### src/rtl/cart_prefetch.sv
module cart_prefetch #(
  parameter int AW    = 25,
  parameter int DW    = 16,
  parameter int DEPTH = 8,
  parameter int WW    = 4
) (
  input  logic          clk,
  input  logic          rst_n,
  input  logic [WW-1:0] first_wait,
  input  logic [WW-1:0] seq_wait,
  input  logic          cpu_req,
  input  logic [AW-1:0] cpu_addr,
  output logic          cpu_ready,
  output logic [DW-1:0] cpu_rdata,
  output logic          cart_req,
  output logic [AW-1:0] cart_addr,
  input  logic [DW-1:0] cart_rdata
);
  localparam int PW = (DEPTH > 1) ? $clog2(DEPTH) : 1;
  localparam int CW = $clog2(DEPTH + 1);

  logic          busy, is_cpu, pf_on;
  logic [WW-1:0] cnt;
  logic [AW-1:0] cur_addr, pf_addr, head_addr;
  logic [PW-1:0] wr_ptr, rd_ptr;
  logic [CW-1:0] count;
  logic [DW-1:0] mem [DEPTH];

  logic [AW-1:0] req_addr;
  logic last, hit, start_miss, start_pf, push, cpu_done;

  assign req_addr   = {cpu_addr[AW-1:1], 1'b0};
  assign last       = busy && (cnt == '0);
  assign cpu_done   = last && is_cpu;
  assign push       = last && !is_cpu;
  assign hit        = cpu_req && (count != '0) && (req_addr == head_addr) && !(busy && is_cpu);
  assign start_miss = cpu_req && !busy && !hit;
  assign start_pf   = !cpu_req && !busy && pf_on && (count < CW'(DEPTH));

  assign cart_req  = busy;
  assign cart_addr = cur_addr;
  assign cpu_ready = hit || cpu_done;
  assign cpu_rdata = hit ? mem[rd_ptr] : cart_rdata;

  always_ff @(posedge clk) begin
    if (!rst_n) begin
      busy      <= 1'b0;
      is_cpu    <= 1'b0;
      pf_on     <= 1'b0;
      cnt       <= '0;
      cur_addr  <= '0;
      pf_addr   <= '0;
      head_addr <= '0;
    end else begin
      if (start_miss) begin
        busy     <= 1'b1;
        is_cpu   <= 1'b1;
        cnt      <= first_wait;
        cur_addr <= req_addr;
      end else if (start_pf) begin
        busy     <= 1'b1;
        is_cpu   <= 1'b0;
        cnt      <= seq_wait;
        cur_addr <= pf_addr;
      end else if (last) begin
        busy <= 1'b0;
      end else if (busy) begin
        cnt <= cnt - 1'b1;
      end
      if (cpu_done) begin
        pf_on     <= 1'b1;
        pf_addr   <= cur_addr + AW'(2);
        head_addr <= cur_addr + AW'(2);
      end else begin
        if (push) pf_addr <= cur_addr + AW'(2);
        if (hit)  head_addr <= head_addr + AW'(2);
      end
    end
  end

  always_ff @(posedge clk) begin
    if (!rst_n) begin
      wr_ptr <= '0;
      rd_ptr <= '0;
      count  <= '0;
    end else if (start_miss) begin
      rd_ptr <= wr_ptr;
      count  <= '0;
    end else begin
      if (push) wr_ptr <= (wr_ptr == PW'(DEPTH - 1)) ? '0 : wr_ptr + 1'b1;
      if (hit)  rd_ptr <= (rd_ptr == PW'(DEPTH - 1)) ? '0 : rd_ptr + 1'b1;
      count <= count + CW'(push) - CW'(hit);
    end
  end

  always_ff @(posedge clk) begin
    if (push) mem[wr_ptr] <= cart_rdata;
  end

  a_r3_halfword: assert property (@(posedge clk) disable iff (!rst_n)
    cart_req |-> !cart_addr[0]);

  a_r2_addr_hold: assert property (@(posedge clk) disable iff (!rst_n)
    (busy && $past(busy) && $past(cnt) != '0) |-> $stable(cart_addr));

  a_r5_ready_needs_req: assert property (@(posedge clk) disable iff (!rst_n)
    cpu_ready |-> cpu_req);

  a_r6_depth_bound: assert property (@(posedge clk) disable iff (!rst_n)
    count <= CW'(DEPTH));

  a_r7_empty_during_miss: assert property (@(posedge clk) disable iff (!rst_n)
    (busy && is_cpu) |-> (count == '0));

  a_r9_no_fetch_under_cpu: assert property (@(posedge clk) disable iff (!rst_n)
    (busy && !is_cpu && !$past(busy)) |-> !$past(cpu_req));
endmodule

### config.mk
export PLATFORM = sky130hd
export DESIGN_NAME = cart_prefetch
export DESIGN_NICKNAME = d
export VERILOG_FILES = /design/src/rtl/cart_prefetch.sv
export SDC_FILE = /design/constraint.sdc
export NUM_CORES = 1
export LEC_CHECK = 0
export BUFFER_PORTS_ARGS = -buffer_cell sky130_fd_sc_hd__buf_2
export CORE_MARGIN = 2
export CORE_UTILIZATION = 47
export CTS_CLUSTER_DIAMETER = 30
export DETAILED_ROUTE_END_ITERATION = 7
export GPL_TIMING_DRIVEN = 0
export PLACE_DENSITY = 0.66
export SETUP_SLACK_MARGIN = 0.2
export SLEW_MARGIN = 5
export SYNTH_ARGS = -nofsm -noshare
export SYNTH_HDL_FRONTEND = slang
export SYNTH_SLANG_ARGS = --single-unit
### constraint.sdc
create_clock -name clk -period 8.4 [get_ports clk]
set_input_delay 0 -clock clk [delete_from_list [all_inputs] [get_ports clk]]
set_output_delay 0 -clock clk [all_outputs]
set_load 0.1 [all_outputs]
; ---- Yosys cells after proc, flatten, opt, wreduce, memory -nomap -nowiden
; Memory sizes are Yosys's and may differ from the RTL's. A register that Yosys moved wholly into a read port is not among the register bits.
; Index checks and enable logic that the tools add are counted.
[word_totals]
latchBits = 0
output_inout_bits = 43
romBits = 0
elab_cells = 79
inputBits = 52
reg_bits = 92
n_memories = 1
ramBits = 128
[op_classes]
multipliers = 0
shifts = 0
n_bitwise = 2
order_cmp = 1
div = 0
n_mux = 24
addsub = 7
reduce_logical = 29
eq_ne = 4
[memory_table]
columns = name, words, word_bits, read_ports, rd_ports_with_merged_regs, write_ports, line
row1 = mem, 8, 16, 1, 1, 1, 27  ; logic [DW-1:0] mem [DEPTH];
[ops]
columns = operator, count
row1 = $mux 25, 6
row2 = $add 25x2->25 const B, 2
row3 = $eq 25x25->1, 1
row4 = $mux 3, 6
row5 = $mux 16, 1
row6 = $mux 4, 4
row7 = $logic_and 1x1->1, 12
row8 = $reduce_bool 2->1, 4
row9 = $mux 1, 7
row10 = $add 3x1->3 const B, 2
row11 = $eq 3x3->1 const B, 2
row12 = $reduce_bool 3->1, 2
row13 = $logic_not 1->1, 5
row14 = $add 4x1->4, 1
row15 = $logic_not 4->1, 1
row16 = $lt 4x4->1 const B, 1
row17 = $reduce_and 2->1, 2
row18 = $reduce_bool 4->1, 1
row19 = $sub 4x1->4, 1
row20 = $sub 4x1->4 const B, 1
row21 = $ne 3x1->1 const B, 1
row22 = $not 1->1, 2
row23 = $reduce_or 2->1, 1
row24 = $logic_or 1x1->1, 1

; ---- Logic depth before layout (Yosys ltp)
[logic_depth]
word_depth = 9
depth_mapped = 15
ltp_nobuf = 14

; ---- Least setup slack after synthesis
; Ideal clock, no wire load.
[synth_path]
path_kind = reg-to-reg
start = reg busy, in the netlist cart_req
end = mem mem[0][0] (enable)
stages_incl_launch_ff = 7
path_buffers = 2
setup_slack_ns = 4.383
arrival_ns = 3.587
t_required_ns = 7.970
setup_ns = 0.430
path_cell_list = dfxtp_1 clkbuf_1 nand4bb_1 clkbuf_1 nor2_1 clkinv_1 nor4_1
[synth_between]
elab_chain_len = 4
[synth_lines]
columns = element, line
row1 = start: declaration, 22  ; logic busy, is_cpu, pf_on;
row2 = start signal: assignment, 47  ; busy <= 1'b0;
row3 = start signal: assignment, 56  ; busy <= 1'b1;
row4 = start signal: assignment, 61  ; busy <= 1'b1;
row5 = $logic_and 1x1->1, 33  ; assign last = busy && (cnt == '0);
row6 = $logic_and 1x1->1, 35  ; assign push = last && !is_cpu;
row7 = $mux 1, 97  ; if (push) mem[wr_ptr] <= cart_rdata;
row8 = $mux 1 (not written as such), 97
row9 = end: declaration, 27
; No other way between the ends.

; ---- Worst setup path in the final report
[layout_path]
start = reg count[3]
end = out cpu_rdata[0]
[layout_between]
elab_chain_len = 5
[layout_lines]
columns = element, line
row1 = start: declaration, 26  ; logic [CW-1:0] count;
row2 = start signal: assignment, 92  ; count <= count + CW'(push) - CW'(hit);
row3 = $reduce_bool 4->1, 36  ; assign hit = cpu_req && (count != '0) && (req_addr == head_addr) && !(busy && is_cpu);
row4 = $logic_and 1x1->1 (3 in series), 36
row5 = $mux 16, 43  ; assign cpu_rdata = hit ? mem[rd_ptr] : cart_rdata;
row6 = end: declaration, 14  ; output logic [DW-1:0] cpu_rdata,
; No other way between the ends.

==> flow_summary.json <==
{
  "areaGrowthSynthToFinish_pct": 27.9,
  "cp_top_family": "buffers and inverters",
  "cts_tree": "done",
  "numPortBuffers": 92,
  "finalSetupTns_ns": 0,
  "root_buffer": "clkbuf_16",
  "clk_pin_slew_ns": 0.05,
  "ys_async_sr_fraction_pct": 0,
  "ys_ff_latch": 223,
  "crit_chain": "inv_1, ha_1, nor3b_1, and4b_1, and3_1, nand2_1, clkbuf_1, clkbuf_1, nand2_1, o21ai_0, buf_2",
  "syn_inst": 838,
  "ios": 95,
  "coreArea_sq_um": 21000,
  "initial_core_util_pct": 48.0,
  "pre_cts_ws_ns": 4.82,
  "worstSkewPairLatency_ns": 0.52,
  "wire_per_inst_um": 19.8,
  "layout_commonest_cell": "edfxtp_1",
  "power_density_nw_per_um2": 244,
  "crit_arrival_ns": 3.94,
  "crit_slowest_cell": "clkbuf_1",
  "drtPass1Iterations": 5,
  "synth_top_cell_area_share_pct": 38.1,
  "grt_pass1_vias": 7672,
  "synth.avg_cell_area_sq_um": 12.0,
  "vdd_drop_max_v": 0.000152,
  "slew_violations": 0,
  "cp.buffers_inverters": 4,
  "path_class": "reg2out",
  "fin_crit_ns": 3.94,
  "synth_top_area_cell": "edfxtp_1",
  "final-setup-viol-count": 0,
  "power_mw": 3.15,
  "mostFrequentLayoutCells": "128 x edfxtp_1, 95 x buf_2, 95 x dfxtp_1",
  "n_antenna_cell": 0,
  "crit_fanout": 10,
  "fin_crit_sh_pct": 47.0,
  "rsz0062_at_grt": "no",
  "dr.first_iter.drc_count": 448,
  "end_kind": "output port",
  "clk_path_buf_depth": 3,
  "fillers": 1670,
  "synth_fp_nets": 904,
  "synthFlopType": "edfxtp_1",
  "die_y_um": 151,
  "crit_required_ns": 8.40,
  "relSlewSlack_pct": 35.6,
  "die_area_sq_um": 22700,
  "fmax_mhz": 254,
  "grt_max_degree": 13,
  "cts-resized-gates": 0,
  "postRouteAntennaNets": 0,
  "slowest_delay_ns": 0.62,
  "hold_buffers": 50,
  "htree_levels": 2,
  "syn_area_sq_um": 10100,
  "fin_nets": 1101,
  "hold_violations": 0,
  "drive_gt1_share_pct": 21.0,
  "drv_cap": 0,
  "vias_per_cell": 5.67,
  "grt_pass1_wl_um": 41800,
  "hpwl_um": 18700,
  "finalWirelength_um": 26600,
  "yosysSeqAreaShare_pct": 57.0,
  "cts_setup_buffers": 0,
  "numClockSinks": 223,
  "yosysWarnings": 0,
  "startpoint_type": "register",
  "synth.distinct_cells": 60,
  "cts_buffers": 41,
  "antenna_found_initial": 0,
  "grt-ovfl-total": 0,
  "grt.total_usage_pct": 24.3,
  "fin_ws_ns": 4.46,
  "yosys-top-cells-area": "edfxtp_1 38%, dfxtp_1 19%, mux4_2 7.1%",
  "rows": 53,
  "tightest_slew_ns": 0.960,
  "routabilityCongestion": 0.936,
  "total_leakage_power_nw": 4.58,
  "dr_total_vias": 7611,
  "finClkSkew_ns": 0.0157,
  "synth_edf_count": 128,
  "drc_errors": 0,
  "hold_path_class": "in2reg",
  "outcome": "finished, final reports clean",
  "dieWidth_um": 151
}
[cell type report]
class / instances / area (sq um) / share of cell area, %
Inverter: 19 / 71.3 / 0.553
Clock inverter: 21 / 189 / 1.46
Tap cell: 275 / 344 / 2.67
Timing Repair Buffer: 154 / 1090 / 8.47
Sequential cell: 223 / 5750 / 44.5
Multi-Input combinational cell: 543 / 4100 / 31.8
Buffer: 53 / 204 / 1.58
Clock buffer: 55 / 1150 / 8.93
[path summary, 6_finish.rpt]
check,to,cells past startpoint,slack [ns],start
max,cpu_rdata[0],11,4.46,count[3]
min reg2reg,head_addr[0],2,0.46,head_addr[0]
min,cart_addr[0],5,0.30,cpu_req
max reg2reg,cnt[1],9,4.62,head_addr[21]
[synth_stat cells (12+ instances only)]
cell,count
ha_1,13
nor2_1,73
mux4_2,32
mux2i_1,43
xnor2_1,39
inv_1,18
nand4_1,16
a211oi_1,49
nand2_1,72
a21oi_1,26
dfxtp_1,95
edfxtp_1,128
nand3_1,24
nor3_1,20
clkbuf_1,43
o21ai_0,17
xor2_1,18
nor4_1,12
[worst min-delay path: stages]
cell and delay (ns):
buf_2 0.12, nor4b_1 0.09, clkbuf_1 0.32, nand2_1 0.16
a21oi_1 0.06
[power breakdown]
group / internal (mW) / switching, mW
sequential: 1.19 / 0.0349
clock: 1.00 / 0.563
combinational: 0.106 / 0.243
total: 2.31 / 0.840
[registers in the layout, indices dropped and copies added, names as in the netlist, 3 cells and up, named ones only]
signal	flops
cart_addr	25
mem	128
cnt	4
count	4
pf_addr	25
wr_ptr	3
head_addr	25
rd_ptr	3
[metrics by stage]
stage | util [%] | cells | hold WS [ns] | area [sq um]
final | 61.4 | 1343 | 0.300 | 12900
after detailed placement | 52.6 | 1217 | 0.240 | 11100
after global routing | 61.4 | 1343 | 0.331 | 12900
after CTS | 61.4 | 1343 | 0.285 | 12900
after floorplan | - | 838 | 0.0989 | 10100
after global placement | 51.8 | 1205 | 0.235 | 10900
[cell families after synthesis]
| group | Yosys count | synth area share, % |
|---|---|---|
| and+or+nand+nor | 260 | 12.6 |
| DFF | 223 | 57.0 |
| AOI/OAI and AO/OA | 135 | 9.29 |
| muxes | 77 | 11.6 |
| buffers and inverters | 72 | 2.73 |
| xor gates and xnor gates | 57 | 4.95 |
| adders and majority gates | 14 | 1.81 |
[layer usage]
layer | track usage (%) | share of wire (%)
met1 | 31.7 | 42
met4 | 9.10 | 2.9
met5 | 0 | 0
met3 | 4.33 | 6.6
met2 | 40.5 | 48
No activity file was read; power rests on OpenSTA's default activity.
